## src/rtl/dport_pkg.sv

```systemverilog
package dport_pkg;

    typedef enum logic [1:0] {
        SEL_WPTR = 2'd0,
        SEL_RPTR = 2'd1,
        SEL_DATA = 2'd2,
        SEL_NONE = 2'd3
    } dport_sel_t;

    typedef enum logic [2:0] {
        SZ_IDLE  = 3'd0,
        SZ_CLEAR = 3'd1,
        SZ_FILL  = 3'd2,
        SZ_CHECK = 3'd3,
        SZ_JUDGE = 3'd4,
        SZ_DONE  = 3'd5
    } sz_state_t;

    localparam logic [15:0] PAT_FIRST = 16'd1;
    localparam logic [15:0] PAT_STEP  = 16'd3;

endpackage

```

## src/rtl/dport_ptr.sv

```systemverilog
module dport_ptr #(
    parameter int AW = 16
) (
    input  logic          clk,
    input  logic          rst_n,
    input  logic          load,
    input  logic [AW-1:0] load_val,
    input  logic          adv,
    input  logic          two,
    output logic [AW-1:0] ptr
);
    logic [AW-1:0] ptr_q;

    always_ff @(posedge clk or negedge rst_n) begin
        if (!rst_n) begin
            ptr_q <= '0;
        end else if (load) begin
            ptr_q <= load_val;
        end else if (adv) begin
            // modulo 2^AW wrap comes from the register width
            ptr_q <= ptr_q + (two ? AW'(2) : AW'(1));
        end
    end

    assign ptr = ptr_q;
endmodule

```

## src/rtl/dport_lanes.sv

```systemverilog
module dport_lanes #(
    parameter int AW = 16
) (
    input  logic [AW-1:0] addr,
    input  logic          word,
    input  logic [15:0]   wdata,
    output logic          en_lo,
    output logic          en_hi,
    output logic [AW-2:0] addr_lo,
    output logic [AW-2:0] addr_hi,
    output logic [7:0]    wd_lo,
    output logic [7:0]    wd_hi
);
    localparam int LW = AW - 1;

    logic [LW-1:0] base;
    logic          odd;
    logic          split;

    always_comb begin
        base  = addr[AW-1:1];
        odd   = addr[0];
        split = word & odd;
        en_lo = word | ~odd;
        en_hi = word | odd;
        // odd word: high byte spills into the next even slot
        addr_lo = split ? base + LW'(1) : base;
        addr_hi = base;
        wd_lo   = split ? wdata[15:8] : wdata[7:0];
        wd_hi   = (word & ~odd) ? wdata[15:8] : wdata[7:0];
    end
endmodule

```

## src/rtl/dport_sizer.sv

```systemverilog
module dport_sizer
    import dport_pkg::*;
#(
    parameter int MAX_BYTES  = 65536,
    parameter int STEP_BYTES = 16384,
    parameter int AW         = 16
) (
    input  logic          clk,
    input  logic          rst_n,
    input  logic          start,
    input  logic [15:0]   rdata,
    output logic          busy,
    output logic          ram_en,
    output logic          ram_we,
    output logic [AW-1:0] ram_addr,
    output logic [15:0]   ram_wdata,
    output logic          done,
    output logic          ok,
    output logic [AW:0]   bytes
);
    localparam int CW = AW + 1;
    localparam logic [CW-1:0] TRIAL_MAX  = CW'(MAX_BYTES);
    localparam logic [CW-1:0] TRIAL_STEP = CW'(STEP_BYTES);

    sz_state_t     state_q, state_d;
    logic [CW-1:0] trial_q;
    logic [AW-1:0] addr_q;
    logic [15:0]   pat_q;
    logic [15:0]   exp_q;
    logic          chk_v_q;
    logic          fail_q;
    logic          ok_q;
    logic [CW-1:0] bytes_q;
    logic          last;
    logic          mismatch;
    logic          fail_now;

    assign last     = ({1'b0, addr_q} + CW'(2)) == trial_q;
    assign mismatch = chk_v_q && (rdata != exp_q);
    assign fail_now = fail_q | mismatch;

    // state register
    always_ff @(posedge clk or negedge rst_n) begin
        if (!rst_n) state_q <= SZ_IDLE;
        else        state_q <= state_d;
    end

    // next state
    always_comb begin
        state_d = state_q;
        unique case (state_q)
            SZ_IDLE:  if (start) state_d = SZ_CLEAR;
            SZ_CLEAR: if (last)  state_d = SZ_FILL;
            SZ_FILL:  if (last)  state_d = SZ_CHECK;
            SZ_CHECK: if (last)  state_d = SZ_JUDGE;
            SZ_JUDGE: begin
                if (fail_now && trial_q != TRIAL_STEP) state_d = SZ_CLEAR;
                else                                   state_d = SZ_DONE;
            end
            SZ_DONE:  if (start) state_d = SZ_CLEAR;
            default:  state_d = SZ_IDLE;
        endcase
    end

    // datapath
    always_ff @(posedge clk or negedge rst_n) begin
        if (!rst_n) begin
            trial_q <= '0;
            addr_q  <= '0;
            pat_q   <= PAT_FIRST;
            exp_q   <= '0;
            chk_v_q <= 1'b0;
            fail_q  <= 1'b0;
            ok_q    <= 1'b0;
            bytes_q <= '0;
        end else begin
            chk_v_q <= 1'b0;
            if (chk_v_q) fail_q <= fail_now;
            unique case (state_q)
                SZ_IDLE, SZ_DONE: begin
                    if (start) begin
                        trial_q <= TRIAL_MAX;
                        addr_q  <= '0;
                        fail_q  <= 1'b0;
                        ok_q    <= 1'b0;
                        bytes_q <= '0;
                    end
                end
                SZ_CLEAR: begin
                    addr_q <= last ? '0 : addr_q + AW'(2);
                    pat_q  <= PAT_FIRST;
                end
                SZ_FILL: begin
                    addr_q <= last ? '0 : addr_q + AW'(2);
                    pat_q  <= last ? PAT_FIRST : pat_q + PAT_STEP;
                end
                SZ_CHECK: begin
                    addr_q  <= last ? '0 : addr_q + AW'(2);
                    pat_q   <= pat_q + PAT_STEP;
                    exp_q   <= pat_q;
                    chk_v_q <= 1'b1;
                end
                SZ_JUDGE: begin
                    addr_q <= '0;
                    fail_q <= 1'b0;
                    if (!fail_now) begin
                        ok_q    <= 1'b1;
                        bytes_q <= trial_q;
                    end else if (trial_q != TRIAL_STEP) begin
                        trial_q <= trial_q - TRIAL_STEP;
                    end
                end
                default: ;
            endcase
        end
    end

    // outputs
    always_comb begin
        busy      = 1'b0;
        ram_en    = 1'b0;
        ram_we    = 1'b0;
        ram_wdata = '0;
        done      = 1'b0;
        unique case (state_q)
            SZ_IDLE:  ;
            SZ_CLEAR: begin busy = 1'b1; ram_en = 1'b1; ram_we = 1'b1; end
            SZ_FILL:  begin busy = 1'b1; ram_en = 1'b1; ram_we = 1'b1; ram_wdata = pat_q; end
            SZ_CHECK: begin busy = 1'b1; ram_en = 1'b1; end
            SZ_JUDGE: busy = 1'b1;
            SZ_DONE:  done = 1'b1;
            default:  ;
        endcase
    end

    assign ram_addr = addr_q;
    assign ok       = ok_q;
    assign bytes    = bytes_q;
endmodule

```

## src/rtl/dport_window.sv

```systemverilog
module dport_window
    import dport_pkg::*;
#(
    parameter int MAX_BYTES  = 65536,
    parameter int STEP_BYTES = 16384,
    parameter int AW         = $clog2(MAX_BYTES)
) (
    input  logic          clk,
    input  logic          rst_n,
    input  logic          host_valid,
    input  logic          host_write,
    input  logic [1:0]    host_sel,
    input  logic          host_word,
    input  logic [15:0]   host_wdata,
    output logic          host_busy,
    output logic          host_rvalid,
    output logic [15:0]   host_rdata,
    input  logic          probe_start,
    output logic          probe_done,
    output logic          probe_ok,
    output logic [AW:0]   probe_bytes,
    output logic          ram_en_lo,
    output logic          ram_we_lo,
    output logic [AW-2:0] ram_addr_lo,
    output logic [7:0]    ram_wdata_lo,
    input  logic [7:0]    ram_rdata_lo,
    output logic          ram_en_hi,
    output logic          ram_we_hi,
    output logic [AW-2:0] ram_addr_hi,
    output logic [7:0]    ram_wdata_hi,
    input  logic [7:0]    ram_rdata_hi
);
    localparam int NPTR = 2;

    logic          sz_busy, sz_en, sz_we;
    logic [AW-1:0] sz_addr;
    logic [15:0]   sz_wdata;
    logic          host_acc, data_acc;
    logic [NPTR-1:0] ld, adv;
    logic [AW-1:0] ptrs [NPTR];
    logic [AW-1:0] m_addr;
    logic          m_word;
    logic [15:0]   m_wdata;
    logic          m_en_lo, m_en_hi, lane_en, lane_we;
    logic          rv_q, odd_q, word_q;

    assign host_acc = host_valid && !sz_busy;
    assign data_acc = host_acc && (host_sel == SEL_DATA);

    // index 0: write pointer, index 1: read pointer
    assign ld[0]  = host_acc && host_write && (host_sel == SEL_WPTR);
    assign ld[1]  = host_acc && host_write && (host_sel == SEL_RPTR);
    assign adv[0] = data_acc && host_write;
    assign adv[1] = data_acc && !host_write;

    for (genvar gi = 0; gi < NPTR; gi++) begin : g_ptr
        dport_ptr #(.AW(AW)) u_ptr (
            .clk      (clk),
            .rst_n    (rst_n),
            .load     (ld[gi]),
            .load_val (host_wdata[AW-1:0]),
            .adv      (adv[gi]),
            .two      (host_word),
            .ptr      (ptrs[gi])
        );
    end

    dport_sizer #(.MAX_BYTES(MAX_BYTES), .STEP_BYTES(STEP_BYTES), .AW(AW)) u_sizer (
        .clk       (clk),
        .rst_n     (rst_n),
        .start     (probe_start),
        .rdata     ({ram_rdata_hi, ram_rdata_lo}),
        .busy      (sz_busy),
        .ram_en    (sz_en),
        .ram_we    (sz_we),
        .ram_addr  (sz_addr),
        .ram_wdata (sz_wdata),
        .done      (probe_done),
        .ok        (probe_ok),
        .bytes     (probe_bytes)
    );

    always_comb begin
        if (sz_busy) begin
            m_addr  = sz_addr;
            m_word  = 1'b1;
            m_wdata = sz_wdata;
            lane_en = sz_en;
            lane_we = sz_we;
        end else begin
            m_addr  = host_write ? ptrs[0] : ptrs[1];
            m_word  = host_word;
            m_wdata = host_wdata;
            lane_en = data_acc;
            lane_we = host_write;
        end
    end

    dport_lanes #(.AW(AW)) u_lanes (
        .addr    (m_addr),
        .word    (m_word),
        .wdata   (m_wdata),
        .en_lo   (m_en_lo),
        .en_hi   (m_en_hi),
        .addr_lo (ram_addr_lo),
        .addr_hi (ram_addr_hi),
        .wd_lo   (ram_wdata_lo),
        .wd_hi   (ram_wdata_hi)
    );

    assign ram_en_lo = lane_en && m_en_lo;
    assign ram_en_hi = lane_en && m_en_hi;
    assign ram_we_lo = ram_en_lo && lane_we;
    assign ram_we_hi = ram_en_hi && lane_we;

    always_ff @(posedge clk or negedge rst_n) begin
        if (!rst_n) begin
            rv_q   <= 1'b0;
            odd_q  <= 1'b0;
            word_q <= 1'b0;
        end else begin
            rv_q   <= data_acc && !host_write;
            odd_q  <= ptrs[1][0];
            word_q <= host_word;
        end
    end

    always_comb begin
        unique case ({word_q, odd_q})
            2'b00:   host_rdata = {8'h00, ram_rdata_lo};
            2'b01:   host_rdata = {8'h00, ram_rdata_hi};
            2'b10:   host_rdata = {ram_rdata_hi, ram_rdata_lo};
            default: host_rdata = {ram_rdata_lo, ram_rdata_hi};
        endcase
    end

    assign host_rvalid = rv_q;
    assign host_busy   = sz_busy;
endmodule

```

## config.mk

```make
export PLATFORM = sky130hd
export DESIGN_NAME = dport_window
export DESIGN_NICKNAME = d
export VERILOG_FILES = /design/src/rtl/dport_pkg.sv /design/src/rtl/dport_ptr.sv /design/src/rtl/dport_lanes.sv /design/src/rtl/dport_sizer.sv /design/src/rtl/dport_window.sv
export SDC_FILE = /design/constraint.sdc
export NUM_CORES = 1
export LEC_CHECK = 0
export BUFFER_PORTS_ARGS = -buffer_cell sky130_fd_sc_hd__buf_2
export CORE_UTILIZATION = 40
export CTS_BUF_LIST = sky130_fd_sc_hd__clkbuf_8
export DETAILED_ROUTE_END_ITERATION = 16
export PLACE_DENSITY_LB_ADDON = 0.3
export SLEW_MARGIN = 20
export SYNTH_ARGS = -nofsm -noshare
export SYNTH_HDL_FRONTEND = slang
export SYNTH_SLANG_ARGS = --single-unit
```

## constraint.sdc

```tcl
create_clock -name clk -period 3.7 [get_ports clk]
set_clock_uncertainty 0.1 [all_clocks]
set_input_delay 0.555 -clock clk [delete_from_list [all_inputs] [get_ports clk]]
set_output_delay 0.555 -clock clk [all_outputs]
set_load 0.03 [all_outputs]
```

==> impl_metrics.yaml <==
clocking:
  path_clk_slew_ns: 0.11
  cts.htree.levels: 3
  root_buffer: "clkbuf_8"
  tritoncts: "yes"
  cts.sinks: 95
  cts_buffers: 9
  cts.path.max_buffers: 2
  clock_latency_ns: 0.40
setup_path:
  crit_path_frequent_cell: "nor4_4"
  worstPathMaxFanout: 7
  crit_buf_inv: 3
  worst_ep_arrival_time_ns: 3.06
  path_class: "flip-flop to output pin"
  worstSetupStartpointType: "flip-flop"
  slowest_delay_ns: 0.54
  required_ns: 3.04
  cp_top_family: "simple AND/OR/NAND/NOR gates"
  end_kind: "output pin"
  crit_chain: "or3_4 > nand2_4 > inv_8 > buf_4 > nor4_4 > or4b_4 > nor4_4 > nand2_1 > xnor2_2 > buf_6"
  cp_slowest_cell: "or4b_4"
timing:
  worstMarginPinSlew_ns: 0.948
  finalWorstSetupSlack_ns: -0.0185
  period_share_pct: 101
  min_period_ns: 3.72
  rsz0062_at_grt: "yes"
  final_max_slew_viol_count: 0
  hold_viol: 0
  max_freq_mhz: 269
  slew_headroom_pct: 36.3
  finalSetupViolations: 2
pwr:
  clkPwrFrac_pct: 14.3
  power_density_nw_per_um2: 643
  power_frac_seq_pct: 33.0
  power.internal_w: 0.00264
  p_sw_w: 0.00253
  irDropWorstVdd_v: 0.000366
  p_sw_share_pct: 49.0
  pwr-share-comb_pct: 52.7
  p_leak_nw: 3.72
  p_total_w: 0.00517
routing:
  wirelength_um: 19400
  via_count: 6363
  post-route-drc-count: 0
  wl_per_cell_um: 17.0
  vias_per_cell: 5.58
  drt_iter0_markers: 600
  dr.pass1.iters: 5
  drtAntennaViolNets: 0
place:
  numPortBuffers: 126
  dp.cells: 1114
  place_congestion: 0.887
  place_hpwl_um: 14600
synth:
  synth_edf_count: 0
  syn-num-nets: 860
  synth-seq-cells: 95
  synth_cells: 809
  async_reset_ff_share_pct: 100
  yosys.area.top_type_share_pct: 34.6
  yosysUniqueCellTypes: 69
  synth_top_area_cell: "dfrtp_1"
  syn_avg_cell_area_sq_um: 8.39
  synth_ff_type: "dfrtp_1"
  ys_seq_area_share_pct: 35.0
  yosysWarnings: 0
  synth_area_sq_um: 6790
  ys_top_cells_by_area: "dfrtp_1 (35%), mux2i_1 (6.5%), nand2_1 (5.6%), a21oi_1 (4.4%), o21ai_0 (3.8%)"
run_status:
  outcome: "finished, violations left"
  violations: "setup timing"
die:
  die-height_um: 132
  dieWidth_um: 132
  die_area_sq_um: 17500
  core_sq_um: 16600
  start_util_pct: 40.9
  io_pins: 127
  std_cell_rows: 47
finish:
  fin_util_pct: 48.4
  regArea_sq_um: 2380
  n_fill_cell: 1647
  multiInputGateArea_sq_um: 4100
  n_antenna_cell: 0
  fin_nets: 967
  drive_gt1_share_pct: 24.5
  stdcell_count: 1141
  area_growth_pct: 18.3
job:
  cap_violations: 0
worst_hold_path:
  hold_class: "input port to asynchronous set/reset pin"
global_routing:
  grt_max_degree: 55
  first_global_vias: 5944
  grt_antenna_before_repair: 0
  overflow: 0
  gr-usage-all-layers_pct: 22.6
  grt_pass1_wl_um: 31100
## layout by cell type (no fill, tap or decap), drive strengths merged, types with 5 or more instances in the layout
| cell | count |
|---|---|
| nor2 | 40 |
| a211oi | 8 |
| o211ai | 5 |
| mux2i | 44 |
| nand3 | 40 |
| xnor2 | 23 |
| o31ai | 8 |
| o22ai | 7 |
| a22oi | 17 |
| dfrtp | 94 |
| o21ai | 53 |
| nor3 | 23 |
| xor2 | 27 |
| a22o | 6 |
| nand2b | 6 |
| nor4 | 11 |
| mux2 | 21 |
| nand4 | 16 |
| buf | 159 |
| a221o | 5 |
| or3 | 10 |
| clkbuf | 11 |
| ha | 9 |
| and3 | 9 |
| a21oi | 61 |
| inv | 39 |
| nand2 | 102 |
| nor2b | 11 |
## kinds of logic after synthesis
family,Yosys count,synth area share (%)
AND/OR/NAND/NOR,291,21.6
flip-flops,95,35.0
buffers and inverters,101,6.54
multiplexers,65,9.97
XOR/XNOR,50,6.45
AO/OA/AOI/OAI,194,17.8
adder cells (fa/ha/maj),13,2.54
## cell type report
type / count / area share (%)
inverters: 37 / 1.82
clock inverters: 6 / 0.841
clock buffers: 10 / 1.71
well taps: 220 / 3.43
repair buffers: 160 / 11.6
multi-input cells: 613 / 51.0
flip-flops and latches: 95 / 29.6
## repair_timing
action                                  in CTS  in global routing
gates cloned                                 0                  0
hold endpoints to repair                     0                  0
pin swaps                                   10                  6
endpoints found under the setup margin       5                  9
setup buffers                                7                  4
gates resized for setup                     13                 10
hold buffers                                 0                  0
## power by group through the flow
| stage | logic (W) | clock network [W] | registers [W] |
|---|---|---|---|
| after floorplan | 0.00202 | 0 | 0.00153 |
| after global placement | 0.00257 | 0 | 0.00172 |
| after detailed placement | 0.00260 | 0 | 0.00171 |
| after CTS | 0.00267 | 0.000757 | 0.00169 |
| after global routing | 0.00296 | 0.000799 | 0.00175 |
| final | 0.00272 | 0.000737 | 0.00171 |
## registers in the layout (all words and copies together) (netlist names), 3 cells and up
signal            flops
u_sizer.exp_q        16
u_sizer.pat_q        16
u_sizer.state_q       3
g_ptr.u_ptr.ptr      32
u_sizer.ram_addr     15
u_sizer.bytes         4
u_sizer.trial_q       3
## synth_stat cells, types with 5 or more instances
cell	count
a211oi_1	8
a21oi_1	60
a221o_1	5
a22o_1	6
a22oi_1	17
and3_1	9
buf_2	7
buf_4	13
clkbuf_1	41
dfrtp_1	94
ha_1	9
inv_1	35
mux2_2	21
mux2i_1	44
nand2_1	101
nand2b_1	6
nand3_1	40
nand4_1	16
nor2_1	40
nor2b_1	11
nor3_1	21
nor4_1	8
o211ai_1	5
o21ai_0	52
o22ai_1	7
o31ai_1	8
or3_1	10
xnor2_1	23
xor2_1	27
## through the flow
step | instance area (sq um) | setup TNS (ns) | setup WS, ns | hold slack, ns
floorplan | 6920 | -0.600 | -0.277 | 0.159
global placement | 7660 | 0 | 0.205 | 0.387
detailed placement | 7660 | 0 | 0.166 | 0.390
CTS | 7970 | -0.396 | -0.159 | 0.142
global route | 8030 | -0.706 | -0.166 | 0.171
finish | 8030 | -0.0197 | -0.0185 | 0.122
## worst reg2reg max path, cell delays in order (launching register included)
cell and delay, ns:
dfrtp_1 0.51, nand3_1 0.38, or2_2 0.43, nor4_1 0.29, o22ai_1 0.19, nor2_1 0.52, a21oi_1 0.15, a31o_2 0.23
## final timing paths
| check | startpoint | endpoint | slack, ns | depth (start not counted) |
|---|---|---|---|---|
| min in group clk | host_wdata[2] | g_ptr[1].u_ptr.ptr[2] | 0.31 | 3 |
| max reg2reg | u_sizer.ram_addr[4] | u_sizer.state_q[1] | 0.80 | 7 |
| max | u_sizer.state_q[1] | ram_addr_lo[11] | -0.02 | 10 |
| min reg2reg | u_sizer.bytes[15] | u_sizer.bytes[15] | 0.40 | 2 |
| min | rst_n | g_ptr[1].u_ptr.ptr[15] | 0.12 | 1 |
| max in group asynchronous | rst_n | u_sizer.ram_addr[5] | 2.58 | 2 |
## layer usage
layer	part of all wire (%)	up-vias	wire length, um	GRT usage [%]
li1	-	3092	-	-
met1	47	3039	9180	32.0
met2	45	208	8820	35.4
met3	5.6	24	1080	4.27
met4	1.6	0	318	6.00
met5	0	-	0	0
(Power assumes the default switching activity.)
